<file path="src/rtl/acc_clamp_pkg.sv">
package acc_clamp_pkg;
  typedef enum logic [1:0] {
    CLAMP_SMID = 2'b00,
    CLAMP_UMID = 2'b01,
    CLAMP_SLOW = 2'b10,
    CLAMP_RSVD = 2'b11
  } clamp_mode_e;
endpackage

</file>
<file path="src/rtl/acr_range_detect.sv">
module acr_range_detect #(
  parameter int SW = 16
) (
  input  logic [SW-1:0] hi,
  input  logic          mid_msb,
  output logic          under,
  output logic          over
);
  // high slice below minus one: negative and not all ones
  function automatic logic below_minus_one(input logic [SW-1:0] h);
    return h[SW-1] & ~(&h);
  endfunction

  // high slice strictly positive
  function automatic logic strictly_pos(input logic [SW-1:0] h);
    return ~h[SW-1] & (|h);
  endfunction

  always_comb begin
    under = below_minus_one(hi) | (hi[SW-1] & ~mid_msb);
    over  = strictly_pos(hi) | (~(|hi) & mid_msb);
  end
endmodule

</file>
<file path="src/rtl/acr_lane_select.sv">
module acr_lane_select
  import acc_clamp_pkg::*;
#(
  parameter int SW = 16
) (
  input  clamp_mode_e   mode,
  input  logic [SW-1:0] mid,
  input  logic [SW-1:0] low,
  input  logic          under,
  input  logic          over,
  output logic [SW-1:0] res
);
  localparam logic [SW-1:0] MIN_NEG = {1'b1, {(SW-1){1'b0}}};
  localparam logic [SW-1:0] MAX_POS = ~MIN_NEG;

  logic [SW-1:0] sat;

  function automatic logic [SW-1:0] sat_signed(input logic u, input logic o,
                                               input logic [SW-1:0] m);
    if (u)      return MIN_NEG;
    else if (o) return MAX_POS;
    else        return m;
  endfunction

  always_comb begin
    sat = sat_signed(under, over, mid);
    unique case (mode)
      CLAMP_UMID: begin
        if (over)              res = '1;
        else if (sat[SW-1])    res = '0;
        else                   res = sat;
      end
      CLAMP_SLOW: begin
        if (sat == mid)        res = low;
        else                   res = sat ^ MIN_NEG;
      end
      default:                 res = sat;
    endcase
  end
endmodule

</file>
<file path="src/rtl/accum_clamp_array.sv">
module accum_clamp_array
  import acc_clamp_pkg::*;
#(
  parameter int LANES   = 8,
  parameter int SLICE_W = 16
) (
  input  logic [LANES*SLICE_W-1:0] acc_hi,
  input  logic [LANES*SLICE_W-1:0] acc_mid,
  input  logic [LANES*SLICE_W-1:0] acc_lo,
  input  logic [1:0]               mode,
  output logic [LANES*SLICE_W-1:0] result
);
  logic [LANES-1:0] lane_under;
  logic [LANES-1:0] lane_over;
  clamp_mode_e      mode_e;

  assign mode_e = clamp_mode_e'(mode);

  for (genvar k = 0; k < LANES; k++) begin : g_lane
    acr_range_detect #(.SW(SLICE_W)) u_det (
      .hi      (acc_hi[k*SLICE_W +: SLICE_W]),
      .mid_msb (acc_mid[k*SLICE_W + SLICE_W - 1]),
      .under   (lane_under[k]),
      .over    (lane_over[k])
    );
    acr_lane_select #(.SW(SLICE_W)) u_sel (
      .mode  (mode_e),
      .mid   (acc_mid[k*SLICE_W +: SLICE_W]),
      .low   (acc_lo[k*SLICE_W +: SLICE_W]),
      .under (lane_under[k]),
      .over  (lane_over[k]),
      .res   (result[k*SLICE_W +: SLICE_W])
    );
  end
endmodule

</file>
<file path="config.mk">
export PLATFORM = sky130hd
export DESIGN_NAME = accum_clamp_array
export DESIGN_NICKNAME = d
export VERILOG_FILES = /design/src/rtl/acc_clamp_pkg.sv /design/src/rtl/acr_range_detect.sv /design/src/rtl/acr_lane_select.sv /design/src/rtl/accum_clamp_array.sv
export SDC_FILE = /design/constraint.sdc
export NUM_CORES = 1
export LEC_CHECK = 0
export ABC_AREA = 1
export BUFFER_PORTS_ARGS = -buffer_cell sky130_fd_sc_hd__buf_4
export CAP_MARGIN = 20
export CORE_AREA = 3 3 197 199
export DETAILED_ROUTE_END_ITERATION = 8
export DIE_AREA = 0 0 200 202
export GPL_TIMING_DRIVEN = 0
export PLACE_DENSITY = 0.51
export SLEW_MARGIN = 30
export SYNTH_ARGS = -nofsm -noshare
export SYNTH_HDL_FRONTEND = slang
export SYNTH_SLANG_ARGS = --single-unit
export TNS_END_PERCENT = 30
</file>
<file path="constraint.sdc">
create_clock -name vclk -period 1.5
set_input_delay 0.075 -clock vclk [all_inputs]
set_output_delay 0.075 -clock vclk [all_outputs]
set_load 0.02 [all_outputs]
</file>
==> flow_metrics.tcl <==
set metrics [dict create \
    wirelength_um 35100 \
    fin_util_pct 32.5 \
    crit_path_top_delay_cell "ha_4" \
    diodes 0 \
    cp_top_family "buffers and inverters" \
    worst_pin_slew_ps 436 \
    power.total_mw 3.83 \
    grt_pass1_wl_um 50600 \
    register_area_um2 0 \
    arrival_ps 1470 \
    cp_num_buf_inv 7 \
    yosysMostFrequentCell "nand2_1" \
    wl_met3_um 2160 \
    slew_headroom_pct 70.9 \
    first_pass_iters 6 \
    drv_slew 0 \
    syn-cell-area_um2 6360 \
    yosys-top-cells-area "nand2_1 28%, nor2_1 17%, a21oi_1 11%" \
    rows 71 \
    start_kind "input port" \
    yosysTopAreaCell "nand2_1" \
    leakagePower_nw 6.59 \
    grt_overflow 0 \
    routed-via-count 9670 \
    die-area_um2 40400 \
    hold_violations 0 \
    ios 514 \
    outcome "finished with violations" \
    antenna_left 0 \
    track_usage_pct 15.7 \
    synth-seq-area-share_pct 0 \
    syn_inst 1292 \
    die_w_um 200 \
    grt_start_max_net_pins 11 \
    wl_per_cell_um 14.9 \
    syn_to_final_growth_pct 90.8 \
    synth_top_area_share_pct 27.7 \
    powerDensity_nw_per_um2 316 \
    setup_slack_ps -46.0 \
    gp_congestion 0.901 \
    cp_slowest_stage_delay_ps 300 \
    cap_violations 0 \
    clkbuf_count 0 \
    hp-start "acc_lo[24]" \
    wl_met2_um 18300 \
    top_layer "met5" \
    start_util_pct 17.0 \
    synth_area_per_cell_um2 4.92 \
    antenna_found_initial 1 \
    die_h_um 202 \
    drive_gt1_share_pct 50.7 \
    yosys_warnings 0 \
    nets 2235 \
    core_um2 37400 \
    holdWs_ps 432 \
    synth_fp_nets 1680 \
    path_class "in -> out" \
    critical_path_required_ps 1420 \
    io_buffers 514 \
    cp-end-kind "output port" \
    peakVddDrop_uv 159 \
    fmax_ghz 0.647 \
    hold-path-cell-count 4 \
    vias_per_cell 4.10 \
    worstPathMaxFanout 5 \
    period_needed_ps 1550 \
    design.seq.count 0 \
    crit_chain "buf_8, inv_4, ha_4, inv_12, nand2_8, buf_12, buf_12, nor2_8, clkbuf_16, nand2_2, nand2_2, buf_6" \
    fin_crit_sh_pct 103 \
    setup_viol 10 \
    dr.first_iter.drc_count 402 \
    fill_cells 4226 \
    violations "negative setup slack" \
    met1_length_um 14300 \
    hold_class "in -> out" \
    hold_buffers 0 \
    synth_cell_types 24 \
    rsz0062_at_grt "true" \
    fin_tns_setup_ps -225 \
    ys_top_cells_by_count "469 x nand2_1, 283 x nor2_1, 136 x a21oi_1" \
    place_hpwl_um 29800 \
    grt_pass1_vias 9560 \
    hold_path_end "result[24]" \
    route.detailed.drc 0 \
]
==> routing by layer <==
metal  global-route usage (%)  up-vias
met5                        0        -
met4                     1.57        2
met2                     30.7      317
met3                     2.13       24
li1                         -     5091
met1                     18.6     4236
==> how the worst max path moves through the flow <==
stage | start | end | slack (ps) | cells after the start
after floorplan | mode[0] | result[101] | 50 | 9
after global placement | mode[0] | result[63] | -1110 | 9
after detailed placement | mode[0] | result[42] | -810 | 11
final | mode[0] | result[26] | -50 | 12
after CTS | mode[0] | result[104] | -70 | 13
after global routing | mode[0] | result[26] | -100 | 12
==> layout by cell type, fill, tap and decap left out <==
master and n:
a21oi_1 125, a21oi_2 16, a21oi_4 3, buf_12 17, buf_2 13, buf_4 473
buf_6 82, buf_8 3, clkbuf_1 7, clkbuf_16 1, clkbuf_2 1, clkbuf_4 2
ha_4 2, inv_1 80, inv_12 1, inv_2 25, inv_4 1, nand2_1 386
nand2_2 166, nand2_4 47, nand2_8 2, nand3_1 16, nand3_2 2, nand3_4 14
nand4_1 32, nor2_1 263, nor2_2 34, nor2_4 23, nor2_8 8
==> logic make-up after synthesis <==
family / share of synthesized area (%)
buffers and inverters: 12.5
AO/OA/AOI/OAI: 11.8
AND/OR/NAND/NOR: 75.3
adder cells (fa/ha/maj): 0.393
==> area by class of cell <==
cell class	instances	area (µm²)	area share [%]
repair buffers	557	4600	37.9
plain buffers	42	395	3.26
well taps	511	639	5.27
multi-input cells	1139	6090	50.1
inverters	107	417	3.43
==> power by group <==
group | internal, mW | switching, mW
logic | 1.82 | 2.01
registers | 0 | 0
clock network | 0 | 0
==> per-stage QoR <==
step | std cells | cell area [µm²] | setup slack (ps)
2_1_floorplan | 1292 | 6360 | 49.7
3_3_place_gp | 2317 | 10900 | -1110
3_5_place_dp | 2317 | 10900 | -811
4_1_cts | 2341 | 11400 | -66.3
5_1_grt | 2356 | 12100 | -98.5
6_report | 2356 | 12100 | -46.0
==> worst min-delay path: cells and delay by family <==
family        cells  cell delay [ps]
buf+inv           2              190
simple gates      2               90
==> timing repair <==
| item | 4_1_cts | 5_1_grt |
|---|---|---|
| pin swaps | 24 | 78 |
| resized for setup | 80 | 177 |
| endpoints found under the setup margin | 128 | 101 |
| cloned | 2 | 2 |
| endpoints found under the hold margin | 0 | 0 |
| buffers inserted | 24 | 16 |
Power figures use the tool's default switching activity.
